File: config.mk
export PLATFORM = sky130hd
export DESIGN_NAME = led_pwm_seq
export DESIGN_NICKNAME = d
export VERILOG_FILES = /design/src/rtl/led_pwm_pkg.sv /design/src/rtl/pwm_seq_div.sv /design/src/rtl/pwm_ps_pick.sv /design/src/rtl/led_pwm_seq.sv
export SDC_FILE = /design/constraint.sdc
export NUM_CORES = 2
export LEC_CHECK = 0
export CAP_MARGIN = 15
export CORE_MARGIN = 1
export CORE_UTILIZATION = 30
export CTS_CLUSTER_SIZE = 28
export DETAILED_ROUTE_END_ITERATION = 6
export PLACE_DENSITY_LB_ADDON = 0.2
export SYNTH_ARGS = -nofsm -noshare
export SYNTH_HDL_FRONTEND = slang
export SYNTH_HIERARCHICAL = 1
export SYNTH_SLANG_ARGS = --single-unit
File: constraint.sdc
create_clock -name clk -period 10.6 [get_ports clk]
set_input_delay 2.12 -clock clk [delete_from_list [all_inputs] [get_ports clk]]
set_output_delay 2.12 -clock clk [all_outputs]
set_load 0.03 [all_outputs]
File: src/rtl/led_pwm_pkg.sv
package led_pwm_pkg;

  localparam int REG_ADDR_W = 3;
  localparam int DEF_REFRESH = 100;

  localparam logic [REG_ADDR_W-1:0] A_RUN  = 3'd0;
  localparam logic [REG_ADDR_W-1:0] A_CTL  = 3'd1;
  localparam logic [REG_ADDR_W-1:0] A_MODE = 3'd2;
  localparam logic [REG_ADDR_W-1:0] A_IO   = 3'd3;
  localparam logic [REG_ADDR_W-1:0] A_CMPA = 3'd4;
  localparam logic [REG_ADDR_W-1:0] A_CMPB = 3'd5;

  localparam logic [15:0] CTL_CLR_ON_B = 16'h0040;
  localparam logic [15:0] IO_CFG       = 16'h0002;
  localparam logic [15:0] MODE_PWM     = 16'h0002;

  typedef enum logic [3:0] {
    ST_IDLE, ST_STOP, ST_DECIDE, ST_DIVP, ST_DIVA, ST_WCTL, ST_WIO,
    ST_WCMPB, ST_WCMPA, ST_WMODE, ST_WRUN, ST_END
  } seq_state_t;

endpackage

File: src/rtl/pwm_seq_div.sv
module pwm_seq_div #(
  parameter int N_W = 40,
  parameter int D_W = 22
) (
  input  logic           clk,
  input  logic           rst,
  input  logic           start_i,
  input  logic [N_W-1:0] num_i,
  input  logic [D_W-1:0] den_i,
  output logic           busy_o,
  output logic           done_o,
  output logic [N_W-1:0] quo_o
);
  localparam int CNT_W = $clog2(N_W + 1);

  logic [D_W-1:0]   rem_q, den_q;
  logic [N_W-1:0]   quo_q;
  logic [CNT_W-1:0] cnt_q;
  logic [D_W:0]     trial;
  logic             take;

  always_comb begin
    trial = {rem_q, quo_q[N_W-1]};
    take  = trial >= {1'b0, den_q};
  end

  always_ff @(posedge clk) begin
    if (rst) begin
      rem_q  <= '0;
      den_q  <= '0;
      quo_q  <= '0;
      cnt_q  <= '0;
      busy_o <= 1'b0;
      done_o <= 1'b0;
    end else begin
      done_o <= 1'b0;
      if (start_i && !busy_o) begin
        rem_q  <= '0;
        quo_q  <= num_i;
        den_q  <= den_i;
        cnt_q  <= CNT_W'(N_W);
        busy_o <= 1'b1;
      end else if (busy_o) begin
        if (take) rem_q <= D_W'(trial - {1'b0, den_q});
        else      rem_q <= trial[D_W-1:0];
        quo_q <= {quo_q[N_W-2:0], take};
        cnt_q <= cnt_q - 1'b1;
        if (cnt_q == CNT_W'(1)) begin
          busy_o <= 1'b0;
          done_o <= 1'b1;
        end
      end
    end
  end

  assign quo_o = quo_q;

  AST_DIV_REM_BOUND: assert property (@(posedge clk) disable iff (rst)
    busy_o |-> (rem_q < den_q));

endmodule

File: src/rtl/pwm_ps_pick.sv
module pwm_ps_pick #(
  parameter int RATE_W   = 32,
  parameter int MIN_W    = 24,
  parameter int NUM_PS   = 4,
  parameter int PS_SHIFT = 2
) (
  input  logic [RATE_W-1:0]         rate_i,
  input  logic [MIN_W-1:0]          min_i,
  output logic [$clog2(NUM_PS)-1:0] code_o,
  output logic                      fail_o
);
  localparam int CODE_W = $clog2(NUM_PS);
  localparam int SH_W   = MIN_W + PS_SHIFT * (NUM_PS - 1);
  localparam int CMP_W  = (RATE_W > SH_W) ? RATE_W : SH_W;

  logic [NUM_PS-1:0] ok;

  for (genvar k = 0; k < NUM_PS; k++) begin : g_stage
    assign ok[k] = CMP_W'(rate_i) >= (CMP_W'(min_i) << (PS_SHIFT * k));
  end

  always_comb begin
    code_o = '0;
    for (int k = 0; k < NUM_PS; k++) begin
      if (ok[k]) code_o = CODE_W'(k);
    end
    fail_o = !ok[0];
  end

endmodule

File: src/rtl/led_pwm_seq.sv
module led_pwm_seq
  import led_pwm_pkg::*;
#(
  parameter int CLK_W    = 32,
  parameter int BRT_W    = 8,
  parameter int REF_W    = 16,
  parameter int DATA_W   = 16,
  parameter int NUM_PS   = 4,
  parameter int PS_SHIFT = 2
) (
  input  logic                  clk,
  input  logic                  rst,
  input  logic [CLK_W-1:0]      clk_rate_i,
  input  logic [BRT_W-1:0]      max_brt_i,
  input  logic [REF_W-1:0]      refresh_i,
  input  logic                  req_i,
  input  logic [BRT_W-1:0]      brt_i,
  output logic                  bus_wr_o,
  output logic [REG_ADDR_W-1:0] bus_addr_o,
  output logic [DATA_W-1:0]     bus_data_o,
  input  logic                  bus_ack_i,
  output logic                  pin_fn_o,
  output logic                  pin_lvl_o,
  output logic                  busy_o,
  output logic                  done_o,
  output logic                  err_o
);
  localparam int MIN_W  = BRT_W + REF_W;
  localparam int NUM_W  = CLK_W + BRT_W;
  localparam int DEN_W  = REF_W + PS_SHIFT * (NUM_PS - 1);
  localparam int CODE_W = $clog2(NUM_PS);

  seq_state_t state_q;

  logic [CLK_W-1:0]  rate_q;
  logic [BRT_W-1:0]  max_q, brt_q, pend_brt_q;
  logic [REF_W-1:0]  ref_q;
  logic [CODE_W-1:0] code_q;
  logic [DATA_W-1:0] period_q, cmpa_q;
  logic              pend_q;

  logic              div_start_q, div_busy, div_done;
  logic [NUM_W-1:0]  div_num_q, div_quo;
  logic [DEN_W-1:0]  div_den_q, den_p;

  logic [MIN_W-1:0]  min_rate;
  logic [CODE_W-1:0] ps_code;
  logic              ps_fail;

  logic              do_load;
  logic [BRT_W-1:0]  ld_src, ld_brt;
  logic [REF_W-1:0]  ld_ref;

  logic                  is_wr;
  logic [REG_ADDR_W-1:0] wr_addr;
  logic [DATA_W-1:0]     wr_data;
  seq_state_t            wr_next;

  // Minimum count rate and prescaler choice
  assign min_rate = MIN_W'(max_q) * MIN_W'(ref_q);
  assign den_p    = DEN_W'(ref_q) << (PS_SHIFT * int'(ps_code));

  pwm_ps_pick #(
    .RATE_W  (CLK_W),
    .MIN_W   (MIN_W),
    .NUM_PS  (NUM_PS),
    .PS_SHIFT(PS_SHIFT)
  ) ps_i (
    .rate_i(rate_q),
    .min_i (min_rate),
    .code_o(ps_code),
    .fail_o(ps_fail)
  );

  pwm_seq_div #(
    .N_W(NUM_W),
    .D_W(DEN_W)
  ) div_i (
    .clk    (clk),
    .rst    (rst),
    .start_i(div_start_q),
    .num_i  (div_num_q),
    .den_i  (div_den_q),
    .busy_o (div_busy),
    .done_o (div_done),
    .quo_o  (div_quo)
  );

  // Request loading: newest request wins at the end of a sequence
  always_comb begin
    do_load = (state_q == ST_IDLE && req_i) ||
              (state_q == ST_END && (req_i || pend_q));
    ld_src  = (state_q == ST_END && !req_i) ? pend_brt_q : brt_i;
    ld_brt  = (ld_src > max_brt_i) ? max_brt_i : ld_src;
    ld_ref  = (refresh_i == '0) ? REF_W'(DEF_REFRESH) : refresh_i;
  end

  // Write table: address, data and follow-on state per write state
  always_comb begin
    is_wr   = 1'b1;
    wr_addr = A_RUN;
    wr_data = '0;
    wr_next = ST_IDLE;
    case (state_q)
      ST_STOP:  begin wr_addr = A_RUN;  wr_data = '0;                                   wr_next = ST_DECIDE; end
      ST_WCTL:  begin wr_addr = A_CTL;  wr_data = DATA_W'(CTL_CLR_ON_B) | DATA_W'(code_q); wr_next = ST_WIO;  end
      ST_WIO:   begin wr_addr = A_IO;   wr_data = DATA_W'(IO_CFG);                      wr_next = ST_WCMPB;  end
      ST_WCMPB: begin wr_addr = A_CMPB; wr_data = period_q;                             wr_next = ST_WCMPA;  end
      ST_WCMPA: begin wr_addr = A_CMPA; wr_data = cmpa_q;                               wr_next = ST_WMODE;  end
      ST_WMODE: begin wr_addr = A_MODE; wr_data = DATA_W'(MODE_PWM);                    wr_next = ST_WRUN;   end
      ST_WRUN:  begin wr_addr = A_RUN;  wr_data = DATA_W'(1);                           wr_next = ST_END;    end
      default:  is_wr = 1'b0;
    endcase
  end

  always_ff @(posedge clk) begin
    if (rst) begin
      state_q     <= ST_IDLE;
      rate_q      <= '0;
      max_q       <= '0;
      brt_q       <= '0;
      ref_q       <= REF_W'(DEF_REFRESH);
      pend_brt_q  <= '0;
      pend_q      <= 1'b0;
      code_q      <= '0;
      period_q    <= '0;
      cmpa_q      <= '0;
      div_start_q <= 1'b0;
      div_num_q   <= '0;
      div_den_q   <= '0;
      bus_wr_o    <= 1'b0;
      bus_addr_o  <= '0;
      bus_data_o  <= '0;
      pin_fn_o    <= 1'b0;
      pin_lvl_o   <= 1'b0;
      busy_o      <= 1'b0;
      done_o      <= 1'b0;
      err_o       <= 1'b0;
    end else begin
      done_o      <= 1'b0;
      div_start_q <= 1'b0;

      if (state_q != ST_IDLE && req_i) begin
        pend_q     <= 1'b1;
        pend_brt_q <= brt_i;
      end

      if (is_wr) begin
        if (!bus_wr_o) begin
          bus_wr_o   <= 1'b1;
          bus_addr_o <= wr_addr;
          bus_data_o <= wr_data;
        end else if (bus_ack_i) begin
          bus_wr_o <= 1'b0;
          state_q  <= wr_next;
        end
      end

      case (state_q)
        ST_DECIDE: begin
          if (brt_q == '0 || brt_q == max_q) begin
            pin_fn_o  <= 1'b0;
            pin_lvl_o <= (brt_q != '0);
            state_q   <= ST_END;
          end else if (ps_fail) begin
            err_o     <= 1'b1;
            pin_fn_o  <= 1'b0;
            pin_lvl_o <= 1'b0;
            state_q   <= ST_END;
          end else begin
            pin_fn_o    <= 1'b1;
            pin_lvl_o   <= 1'b0;
            code_q      <= ps_code;
            div_num_q   <= NUM_W'(rate_q);
            div_den_q   <= den_p;
            div_start_q <= 1'b1;
            state_q     <= ST_DIVP;
          end
        end
        ST_DIVP: begin
          if (div_done) begin
            period_q    <= div_quo[DATA_W-1:0];
            div_num_q   <= NUM_W'(max_q - brt_q) * NUM_W'(div_quo[CLK_W-1:0]);
            div_den_q   <= DEN_W'(max_q);
            div_start_q <= 1'b1;
            state_q     <= ST_DIVA;
          end
        end
        ST_DIVA: begin
          if (div_done) begin
            cmpa_q  <= div_quo[DATA_W-1:0];
            state_q <= ST_WCTL;
          end
        end
        ST_END: begin
          done_o <= 1'b1;
          if (!do_load) begin
            busy_o  <= 1'b0;
            state_q <= ST_IDLE;
          end
        end
        default: ;
      endcase

      if (do_load) begin
        brt_q   <= ld_brt;
        max_q   <= max_brt_i;
        rate_q  <= clk_rate_i;
        ref_q   <= ld_ref;
        err_o   <= 1'b0;
        busy_o  <= 1'b1;
        state_q <= ST_STOP;
        if (state_q == ST_END) pend_q <= 1'b0;
      end
    end
  end

  AST_WR_HOLD: assert property (@(posedge clk) disable iff (rst)
    bus_wr_o && !bus_ack_i |=> bus_wr_o && $stable(bus_addr_o) && $stable(bus_data_o));
  AST_WR_WHILE_BUSY: assert property (@(posedge clk) disable iff (rst)
    bus_wr_o |-> busy_o);
  AST_DONE_PULSE: assert property (@(posedge clk) disable iff (rst)
    done_o |=> !done_o);
  AST_ERR_NO_RUN: assert property (@(posedge clk) disable iff (rst)
    err_o |-> !(bus_wr_o && bus_addr_o == A_RUN && bus_data_o[0]));
  AST_PIN_QUIET: assert property (@(posedge clk) disable iff (rst)
    !busy_o && !$past(busy_o) |-> $stable(pin_fn_o) && $stable(pin_lvl_o));
  AST_DIV_START_IDLE: assert property (@(posedge clk) disable iff (rst)
    div_start_q |-> !div_busy);
  AST_QUO_FITS: assert property (@(posedge clk) disable iff (rst)
    div_done |-> div_quo[NUM_W-1:CLK_W] == '0);

endmodule

==> qor.yml <==
status: "complete, no violations"
synth_xor_xnor_area_share: 0.0240
seq_area_frac_synth: 0.204
period_share: 0.820
avgSynthCellArea_sq_um: 8.41
finalWirelength_mm: 85.6
p_comb_frac: 0.357
cts_tree: "built"
netlist_top_cells_area: "fa_1, dfxtp_1, ha_1"
switching_share: 0.381
grt_pass1_wl_mm: 138
area_delta_synth_final_pct: 12.0
ir_drop_v: 0.0000979
synth_adder_area_share: 0.329
synth_top_family_by_area: "adder cells"
htree_num_levels: 2
vias: 23242
initialDrtViolationCount: 1511
rr_startpoint: "max_q[7]"
drv_slew: 0
hold_class: "reg -> reg"
cts_hold_buf: 0
wl_met2_mm: 39.9
port_buffers: 92
grt_max_degree: 97
grt_overflow: 0
startpoint: "max_q[7]"
io-pin-count: 93
cts_setup_buffers: 0
whs_endpoint: "pend_brt_q[4]"
synth_mux_area_frac: 0.0318
cts_buffers: 40
synth_compound_area_frac: 0.145
cp_max_fo: 36
ff2ff_path_depth: 25
drv_cap: 0
ant_nets: 0
ys_ff_latch: 291
clock_path_buffers: 3
antenna_found_initial: 3
whs_ps: 452
internal_power_mw: 2.51
cts.sinks: 291
track_usage: 0.183
p_clk_frac: 0.347
dp_hpwl_mm: 63.3
worst_setup_path_start_kind: "flip-flop"
rsz0062_at_grt: "no"
synth_most_common_cell: "nand2_1"
whs_path_depth: 2
core_area_sq_mm: 0.0937
yosysTopAreaCell: "fa_1"
grt_pass1_vias: 23706
hold_viol_final: 0
ys_async_sr_fraction: 0
p_switching_mw: 1.55
synth.distinct_cells: 87
synth_top_cells_by_count: "nand2_1, a21oi_1, fa_1, dfxtp_1, inv_1"
fmax_mhz: 115
ctsResizeCount: 0
fin_skew_ps: 29.7
crit_required_ps: 11050
rows: 112
clock_latency_ps: 580
highest_layer: "met4"
setup_viol: 0
root_buffer: "clkbuf_16"
netlist.area_leader.share: 0.209
crit_top_cell: "fa_1"
synth_nets: 4027
layout_min_cycle_time_ps: 8690
crit_path_end_kind: "flip-flop"
relSlewSlack: 0.224
ys.flop_type: "dfxtp_1"
powerDensity_mw_per_mm2: 127
max_stage_delay_ps: 810
die_y_microns: 310
fin_tns_setup_ps: 0
r2r_slack_ps: 1910
syn-cell-area_sq_mm: 0.0285
arrival_ps: 9140
clkTransAtPathRegs_ps: 60
worst-path-stages: 25
drt-met1-wl_mm: 40.7
num-fill-cells: 9829
drive_above_1_share: 0.0481
drt-pass1-iter-count: 5
critical_path.top_delay_family: "adder cells"
yosys_warnings: 6
synth_simple_gate_area_share: 0.201
p_leak_nw: 14.2
fin_nets: 3999
synthCells: 3389
viasPerCell: 5.00
remaining_drc_errors: 0
min_from: "pend_brt_q[4]"
die_w_microns: 310
post_drt_wl_per_cell_microns: 18.4
gp_congestion: 0.839
met3WireLength_mm: 3.24
worst_pin_slew_ps: 1160
worst-setup-path-type: "reg -> reg"
critPathSlowestCell: "dfxtp_1"
regToRegEndpoint: "div_num_q[31]"
worstPathBufferInverterCount: 3
pwr-share-seq: 0.296
design.die.area_sq_mm: 0.0962
synth_edf_count: 0
start_util: 0.304
## power by group through the flow
stage                     Combinational [mW]  Sequential [mW]  Clock (mW)
final                                   1.45             1.20        1.41
after global routing                    1.64             1.21        1.49
after CTS                               1.47             1.20        1.45
after detailed placement                1.45             1.23           0
after global placement                  1.46             1.23           0
after floorplan                         1.02             1.18           0
## area by class of cell
type	count	area, sq um	area share
Inverter	288	1080	0.0339
Clock inverter	19	250	0.00784
Sequential cell	291	5830	0.183
Timing Repair Buffer	125	1170	0.0367
Antenna cell	1	2.50	0.0000784
Multi-Input combinational cell	2615	20900	0.655
Tap cell	1254	1570	0.0491
Clock buffer	51	1120	0.0352
## registers in the layout, summed over array words and instances (netlist names), 2 cells and up
| register | cells |
|---|---|
| rate_q | 32 |
| div_den_q | 22 |
| ref_q | 16 |
| brt_q | 8 |
| div_i/den_q | 22 |
| pend_brt_q | 8 |
| bus_addr_o | 3 |
| div_i/quo_o | 40 |
| bus_data_o | 16 |
| div_i/cnt_q | 6 |
| state_q | 4 |
| period_q | 16 |
| max_q | 8 |
| div_i/rem_q | 22 |
| cmpa_q | 16 |
| div_num_q | 40 |
| code_q | 2 |
## through the flow
step | setup WS (ps) | utilization | cell area [sq um] | std cells | total power [mW]
floorplan | 2820 | - | 28500 | 3389 | 2.20
global placement | 1930 | 0.326 | 30500 | 4573 | 2.69
detailed placement | 1850 | 0.326 | 30500 | 4573 | 2.68
CTS | 1870 | 0.340 | 31900 | 4643 | 4.11
global route | 1170 | 0.340 | 31900 | 4643 | 4.34
finish | 1910 | 0.341 | 31900 | 4644 | 4.05
## cells in the final DEF, fill, tap and decap left out, types with 7 or more instances in the layout
| master | netlist | final |
|---|---|---|
| nand2_1 | 493 | 493 |
| a21oi_1 | 333 | 332 |
| fa_1 | 297 | 297 |
| dfxtp_1 | 291 | 289 |
| inv_1 | 287 | 287 |
| ha_1 | 273 | 273 |
| nor2_1 | 251 | 250 |
| and2_1 | 213 | 213 |
| clkdlybuf4s50_1 | 0 | 91 |
| o21ai_0 | 83 | 82 |
| mux2i_1 | 77 | 77 |
| nand2b_1 | 56 | 56 |
| xnor2_1 | 48 | 45 |
| nor3_1 | 44 | 44 |
| clkbuf_16 | 0 | 41 |
| a21o_1 | 38 | 37 |
| nand3_1 | 34 | 34 |
| buf_4 | 1 | 33 |
| xor2_1 | 30 | 27 |
| a211oi_1 | 27 | 27 |
| nand4_1 | 22 | 22 |
| nor2b_1 | 21 | 20 |
| a221oi_1 | 20 | 20 |
| o211ai_1 | 19 | 19 |
| a31oi_1 | 17 | 17 |
| a22o_1 | 17 | 17 |
| nor4_1 | 16 | 16 |
| and3_1 | 15 | 15 |
| a311oi_1 | 14 | 14 |
| or2_2 | 12 | 12 |
| mux2_2 | 12 | 12 |
| o21a_1 | 10 | 10 |
| o2111ai_1 | 8 | 8 |
| a22oi_1 | 8 | 8 |
| o21bai_1 | 7 | 7 |
| clkbuf_8 | 3 | 7 |
| clkinv_2 | 0 | 7 |
## worst min-delay path: stages (launching register included)
cell,delay [ps]
dfxtp_1,300
nand2_1,50
a21oi_1,50
## logic make-up after synthesis
group           after synthesis
flops                       291
xor+xnor                     78
simple gates               1213
mux                          89
fa+ha+maj                   570
compound gates              665
buf+inv                     483
## worst max path at each step
stage | to | slack, ps
detailed placement | div_num_q[31] | 1850
CTS | div_num_q[33] | 1870
global route | div_den_q[17] | 1170
finish | div_num_q[31] | 1910
global placement | div_num_q[35] | 1930
floorplan | div_den_q[17] | 2820
## metal layers
metal / up-vias / global-route usage
met2: 402 / 0.300
met5: - / 0
met4: 0 / 0.0440
met3: 89 / 0.0232
met1: 11484 / 0.254
li1: 11267 / -
Power figures use the tool's default switching activity.
